===== config.mk =====
export PLATFORM = sky130hd
export DESIGN_NAME = scan_activity_est
export DESIGN_NICKNAME = d
export VERILOG_FILES = /design/src/rtl/scan_activity_pkg.sv /design/src/rtl/scan_activity_ctrl.sv /design/src/rtl/scan_activity_dp.sv /design/src/rtl/scan_activity_est.sv
export SDC_FILE = /design/constraint.sdc
export NUM_CORES = 1
export LEC_CHECK = 0
export ABC_AREA = 1
export BUFFER_PORTS_ARGS = -buffer_cell sky130_fd_sc_hd__clkbuf_2
export CORE_ASPECT_RATIO = 1.5
export CORE_UTILIZATION = 55
export DETAILED_ROUTE_END_ITERATION = 16
export PLACE_DENSITY = 0.91
export SYNTH_ARGS = -nofsm -noshare
export SYNTH_HDL_FRONTEND = slang
export SYNTH_SLANG_ARGS = --single-unit
export TNS_END_PERCENT = 50

===== constraint.sdc =====
create_clock -name clk -period 3.9 [get_ports clk]
set_clock_uncertainty 0.15 [all_clocks]
set_input_delay 0.195 -clock clk [delete_from_list [all_inputs] [get_ports clk]]
set_output_delay 0.195 -clock clk [all_outputs]
set_load 0.01 [all_outputs]

===== src/rtl/scan_activity_pkg.sv =====
package scan_activity_pkg;
  typedef struct packed {
    logic clear;
    logic step;
  } estCtrl_t;
endpackage


===== src/rtl/scan_activity_ctrl.sv =====
module scan_activity_ctrl #(
  parameter int CHAIN_LEN = 16,
  localparam int IDXW = (CHAIN_LEN > 1) ? $clog2(CHAIN_LEN) : 1
) (
  input  logic                           clk,
  input  logic                           rst_n,
  input  logic                           start,
  output scan_activity_pkg::estCtrl_t    ctrl,
  output logic [IDXW-1:0]                idx,
  output logic                           done
);
  import scan_activity_pkg::*;

  typedef enum logic [1:0] {IDLE, RUN, FIN} state_t;
  localparam logic [IDXW-1:0] LAST = IDXW'(CHAIN_LEN - 1);

  state_t state;

  always_ff @(posedge clk) begin
    if (!rst_n) begin
      state <= IDLE;
      idx   <= '0;
    end else if (start) begin
      state <= RUN;
      idx   <= '0;
    end else if (state == RUN) begin
      if (idx == LAST) begin
        state <= FIN;
      end else begin
        idx <= idx + 1'b1;
      end
    end
  end

  always_comb begin
    ctrl.clear = start;
    ctrl.step  = (state == RUN) && !start;
  end

  assign done = (state == FIN);


  restart_clears_done_chk: assert property (@(posedge clk) disable iff (!rst_n)
    start |=> !done);


  done_after_last_pair_chk: assert property (@(posedge clk) disable iff (!rst_n)
    $rose(done) |-> $past(idx) == LAST);


  done_holds_chk: assert property (@(posedge clk) disable iff (!rst_n)
    (done && !start) |=> done);
endmodule


===== src/rtl/scan_activity_dp.sv =====
module scan_activity_dp #(
  parameter int CHAIN_LEN = 16,
  localparam int IDXW = (CHAIN_LEN > 1) ? $clog2(CHAIN_LEN) : 1,
  localparam int SHMAX = CHAIN_LEN * (CHAIN_LEN - 1) / 2,
  localparam int SHW  = $clog2(SHMAX + 1),
  localparam int CAPW = $clog2(CHAIN_LEN + 1),
  localparam int TOTW = $clog2(CHAIN_LEN * CHAIN_LEN + 1)
) (
  input  logic                        clk,
  input  logic                        rst_n,
  input  scan_activity_pkg::estCtrl_t ctrl,
  input  logic [IDXW-1:0]             idx,
  input  logic [CHAIN_LEN-1:0]        loadVec,
  input  logic [CHAIN_LEN-1:0]        respVec,
  output logic [SHW-1:0]              shiftInCnt,
  output logic [SHW-1:0]              shiftOutCnt,
  output logic [CAPW-1:0]             captureCnt,
  output logic [TOTW-1:0]             totalCnt
);
  localparam logic [IDXW-1:0] LAST = IDXW'(CHAIN_LEN - 1);

  logic [CHAIN_LEN-1:0] inSr, outSr;
  logic                 pairValid, inEdge, outEdge, capFlip;
  logic [IDXW-1:0]      inWeight, outWeight;
  logic [SHW-1:0]       inAdd, outAdd;
  logic [CAPW-1:0]      capAdd;
  logic [TOTW-1:0]      totAdd;

  always_comb begin
    pairValid = (idx != LAST);
    inEdge    = pairValid && (inSr[0]  ^ inSr[1]);
    outEdge   = pairValid && (outSr[0] ^ outSr[1]);
    capFlip   = inSr[0] ^ outSr[0];
    inWeight  = LAST - idx;
    outWeight = idx + 1'b1;
    inAdd     = inEdge  ? SHW'(inWeight)  : '0;
    outAdd    = outEdge ? SHW'(outWeight) : '0;
    capAdd    = capFlip ? CAPW'(1)        : '0;
    totAdd    = TOTW'(inAdd) + TOTW'(outAdd) + TOTW'(capAdd);
  end

  always_ff @(posedge clk) begin
    if (!rst_n) begin
      inSr        <= '0;
      outSr       <= '0;
      shiftInCnt  <= '0;
      shiftOutCnt <= '0;
      captureCnt  <= '0;
      totalCnt    <= '0;
    end else if (ctrl.clear) begin
      inSr        <= loadVec;
      outSr       <= respVec;
      shiftInCnt  <= '0;
      shiftOutCnt <= '0;
      captureCnt  <= '0;
      totalCnt    <= '0;
    end else if (ctrl.step) begin
      inSr        <= inSr  >> 1;
      outSr       <= outSr >> 1;
      shiftInCnt  <= shiftInCnt  + inAdd;
      shiftOutCnt <= shiftOutCnt + outAdd;
      captureCnt  <= captureCnt  + capAdd;
      totalCnt    <= totalCnt    + totAdd;
    end
  end


  counts_hold_chk: assert property (@(posedge clk) disable iff (!rst_n)
    (!ctrl.clear && !ctrl.step) |=> ($stable(shiftInCnt) && $stable(shiftOutCnt)
                                     && $stable(captureCnt) && $stable(totalCnt)));


  total_matches_parts_chk: assert property (@(posedge clk) disable iff (!rst_n)
    32'(totalCnt) == 32'(shiftInCnt) + 32'(shiftOutCnt) + 32'(captureCnt));


  no_overflow_chk: assert property (@(posedge clk) disable iff (!rst_n)
    (32'(shiftInCnt) <= SHMAX) && (32'(shiftOutCnt) <= SHMAX)
    && (32'(captureCnt) <= CHAIN_LEN));


  clear_zeroes_chk: assert property (@(posedge clk) disable iff (!rst_n)
    ctrl.clear |=> (totalCnt == '0));
endmodule


===== src/rtl/scan_activity_est.sv =====
module scan_activity_est #(
  parameter int CHAIN_LEN = 16,
  localparam int IDXW = (CHAIN_LEN > 1) ? $clog2(CHAIN_LEN) : 1,
  localparam int SHW  = $clog2(CHAIN_LEN * (CHAIN_LEN - 1) / 2 + 1),
  localparam int CAPW = $clog2(CHAIN_LEN + 1),
  localparam int TOTW = $clog2(CHAIN_LEN * CHAIN_LEN + 1)
) (
  input  logic                 clk,
  input  logic                 rst_n,
  input  logic                 start,
  input  logic [CHAIN_LEN-1:0] loadVec,
  input  logic [CHAIN_LEN-1:0] respVec,
  output logic [SHW-1:0]       shiftInCnt,
  output logic [SHW-1:0]       shiftOutCnt,
  output logic [CAPW-1:0]      captureCnt,
  output logic [TOTW-1:0]      totalCnt,
  output logic                 done
);
  scan_activity_pkg::estCtrl_t ctrl;
  logic [IDXW-1:0]             idx;

  scan_activity_ctrl #(.CHAIN_LEN(CHAIN_LEN)) ctrl_i (
    .clk(clk), .rst_n(rst_n), .start(start),
    .ctrl(ctrl), .idx(idx), .done(done)
  );

  scan_activity_dp #(.CHAIN_LEN(CHAIN_LEN)) dp_i (
    .clk(clk), .rst_n(rst_n), .ctrl(ctrl), .idx(idx),
    .loadVec(loadVec), .respVec(respVec),
    .shiftInCnt(shiftInCnt), .shiftOutCnt(shiftOutCnt),
    .captureCnt(captureCnt), .totalCnt(totalCnt)
  );
endmodule


==> flow_metrics.env <==
export IMPL_fin_tns_setup_ns=0
export IMPL_rr_worst_depth=20
export IMPL_switching_share=0.2775
export IMPL_synth_top_area_share=0.3875
export IMPL_status="completed"
export IMPL_powerDensity_mw_per_mm2=351.8
export IMPL_cp_max_fo=7
export IMPL_io_pins=64
export IMPL_critical_path_endpoint_type="register"
export IMPL_pwr_share_comb=0.146
export IMPL_grt_pass1_vias=3356
export IMPL_holdPathStages=2
export IMPL_diodes=0
export IMPL_clkTransAtPathRegs_ns=0.08
export IMPL_grt_total_usage=0.2815
export IMPL_detail_route_first_pass_iterations=4
export IMPL_pwr_share_clk=0.376
export IMPL_worstSetupStartpointType="register"
export IMPL_grt_pass1_wl_um=14170
export IMPL_cp_data_required_time_ns=3.98
export IMPL_min_path_type="reg2reg"
export IMPL_avgSynthCellArea_um2=7.285
export IMPL_synthFlopType="dfxtp_1"
export IMPL_period_share=0.8909
export IMPL_clk_latency_ns=0.35
export IMPL_relSlewSlack=0.2290
export IMPL_wl_met1_um=3259
export IMPL_final_fill_count=433
export IMPL_async_flop_share=0
export IMPL_cts_buffer_depth=2
export IMPL_io_buffers=63
export IMPL_die_area_mm2=0.006524
export IMPL_cts_buffers=9
export IMPL_fmax_mhz=287.8
export IMPL_fin_crit_ns=3.475
export IMPL_ys_top_cells_by_area="dfxtp_1, nand2_1, ha_1"
export IMPL_dp_hpwl_um=5630
export IMPL_ant_nets=0
export IMPL_cp_data_arrival_time_ns=3.56
export IMPL_routed_wl_met2_um=4678
export IMPL_multi_input_area_mm2=0.001846
export IMPL_leakage_nw=1.935
export IMPL_drive_gt1_frac=0.1664
export IMPL_peakVddDrop_v=0.0003180
export IMPL_grt_antenna_before_repair=0
export IMPL_register_area_mm2=0.001321
export IMPL_worst_setup_path_type="reg2reg"
export IMPL_vias_per_cell=5.389
export IMPL_maxUsedRoutingLayer="met4"
export IMPL_core_mm2=0.005871
export IMPL_overflow=0
export IMPL_syn_instance_count=468
export IMPL_synth_cell_types=33
export IMPL_maxSlewViolCount=0
export IMPL_synth_top_area_cell="dfxtp_1"
export IMPL_wl_um=8591
export IMPL_cts_resized_gates=0
export IMPL_max_cap_viol_count=0
export IMPL_p_sw_mw=0.4188
export IMPL_grt_max_degree=37
export IMPL_synth_area_mm2=0.003410
export IMPL_setup_viol=0
export IMPL_p_int_mw=1.090
export IMPL_yosys_register_bits=66
export IMPL_fin_nets=617
export IMPL_wl_per_cell_um=13.49
export IMPL_rsz0062_at_grt="false"
export IMPL_vias=3433
export IMPL_htree_num_levels=3
export IMPL_tightest_slew_ns=1.155
export IMPL_syn2layout_area_growth_pct=25.80
export IMPL_root_buffer="clkbuf_8"
export IMPL_syn_num_nets=525
export IMPL_cts_num_sinks=66
export IMPL_rows=34
export IMPL_seqPwrFrac=0.478
export IMPL_drc_errors=0
export IMPL_die_height_um=98.43
export IMPL_start_util=0.5808
export IMPL_die_w_um=66.29
export IMPL_ys_seq_area_frac=0.3875
export IMPL_synth_edf_count=0
export IMPL_dr_wl_met3_um=428
export IMPL_cts_tree="built"
export IMPL_synth_warnings=0
export IMPL_drt_initial_drc_count=161
export IMPL_gp_congestion=0.8739
export IMPL_hold_slack_ns=0.3237
export IMPL_hold_viol_final=0
## cell families (layout without fill, tap and decap cells)
logic type                 Yosys count  after routing  share of synthesized area
and+or+nand+nor                    214            214                     0.2605
AOI/OAI and AO/OA                   91             91                     0.1512
DFF                                 66             66                     0.3875
buffers and inverters               62            159                    0.07339
adders and majority gates           22             22                    0.09174
xor gates and xnor gates            13             13                    0.03560
## power groups by stage
stage / Combinational (mW) / Clock (mW) / Sequential [mW]
after global placement: 0.182 / 0 / 0.735
after floorplan: 0.133 / 0 / 0.734
final: 0.221 / 0.567 / 0.721
after CTS: 0.218 / 0.573 / 0.721
after detailed placement: 0.191 / 0 / 0.736
after global routing: 0.246 / 0.597 / 0.725
## synth_stat cells, types with 2 or more instances
library cell,number
a21o_1,2
a21oi_1,32
a31oi_1,30
and3_1,2
buf_2,8
buf_4,2
clkbuf_1,9
dfxtp_1,66
fa_1,5
ha_1,17
inv_1,41
nand2_1,143
nand2_2,2
nand3_1,17
nand4_1,3
nor2_1,35
nor2_2,2
nor2_4,2
nor3_1,5
o21ai_0,22
xnor2_1,3
xor2_1,9
## per-stage QoR
| stage | instances | worst slack, ns | utilization | total power [mW] | area, um2 |
|---|---|---|---|---|---|
| after floorplan | 468 | 0.8948 | - | 0.8672 | 3410 |
| after global placement | 588 | 0.7145 | 0.6411 | 0.9166 | 3764 |
| after detailed placement | 588 | 0.5416 | 0.6411 | 0.9272 | 3764 |
| after CTS | 637 | 0.4773 | 0.7306 | 1.512 | 4289 |
| after global routing | 637 | 0.04443 | 0.7306 | 1.568 | 4289 |
| final | 637 | 0.4255 | 0.7306 | 1.509 | 4289 |
## flip-flops by register name, summed over array words and instances (netlist names)
signal / cells
dp_i.inSr: 16
dp_i.outSr: 16
dp_i.totalCnt: 9
dp_i.shiftInCnt: 7
dp_i.shiftOutCnt: 7
dp_i.captureCnt: 5
ctrl_i.idx: 4
ctrl_i.state: 2
## layout make-up
cell class,count,area share
Tap cell,72,0.02100
Timing Repair Buffer,100,0.1575
Clock inverter,6,0.01575
Clock buffer,10,0.02975
Multi-Input combinational cell,340,0.4303
Sequential cell,66,0.3081
Inverter,43,0.03763
## critical path: stages, from the launching register on
cell and delay, ns:
dfxtp_1 0.45, ha_1 0.27, nand3_4 0.13, nand2_2 0.18, inv_1 0.05, nand2_1 0.15
inv_1 0.09, ha_1 0.28, inv_1 0.03, nor2_1 0.10, nand2_1 0.08, nand3_1 0.07
nand2_1 0.07, ha_1 0.35, nand3_1 0.10, nand2_1 0.12, nand2_1 0.07, a21boi_0 0.21
nand2_1 0.11, o21ai_0 0.23, a21oi_1 0.06
## path summary, 6_finish.rpt
| check | slack [ns] | startpoint | to |
|---|---|---|---|
| worst max-delay path | 0.43 | ctrl_i.idx[0] | dp_i.totalCnt[6] |
| worst max register to register | 0.43 | ctrl_i.idx[0] | dp_i.totalCnt[6] |
| worst min register to register | 0.32 | dp_i.inSr[2] | dp_i.inSr[2] |
| worst min-delay path | 0.32 | dp_i.inSr[2] | dp_i.inSr[2] |
## placed cells by master, fill, tap and decap left out, types with 2 or more instances in the layout
cell type,netlist,routed
nor2_1,35,34
xnor2_1,3,3
dlygate4sd3_1,0,33
clkinv_4,0,2
clkbuf_8,0,9
and3_1,2,2
fa_1,5,5
clkbuf_2,0,63
dfxtp_1,66,66
a21o_1,2,2
a21oi_1,32,32
nand2_1,143,143
a31oi_1,30,30
inv_1,41,41
nor2_2,2,2
nand4_1,3,3
xor2_1,9,9
nor3_1,5,5
nand3_1,17,17
o21ai_0,22,22
nor2_4,2,3
clkinvlp_4,0,2
buf_4,2,4
ha_1,17,17
nand2_2,2,2
## routing by layer
metal / GRT usage / vias up
met4: 0.1309 / 0
met1: 0.2818 / 1558
li1: - / 1720
met2: 0.5338 / 128
met3: 0.05440 / 27
met5: 0 / -
## what timing repair did
| item | CTS | global route |
|---|---|---|
| buffers inserted | 0 | 0 |
| endpoints found under the hold margin | 33 | 0 |
| hold buffers | 33 | 0 |
Power figures use the tool's default switching activity.
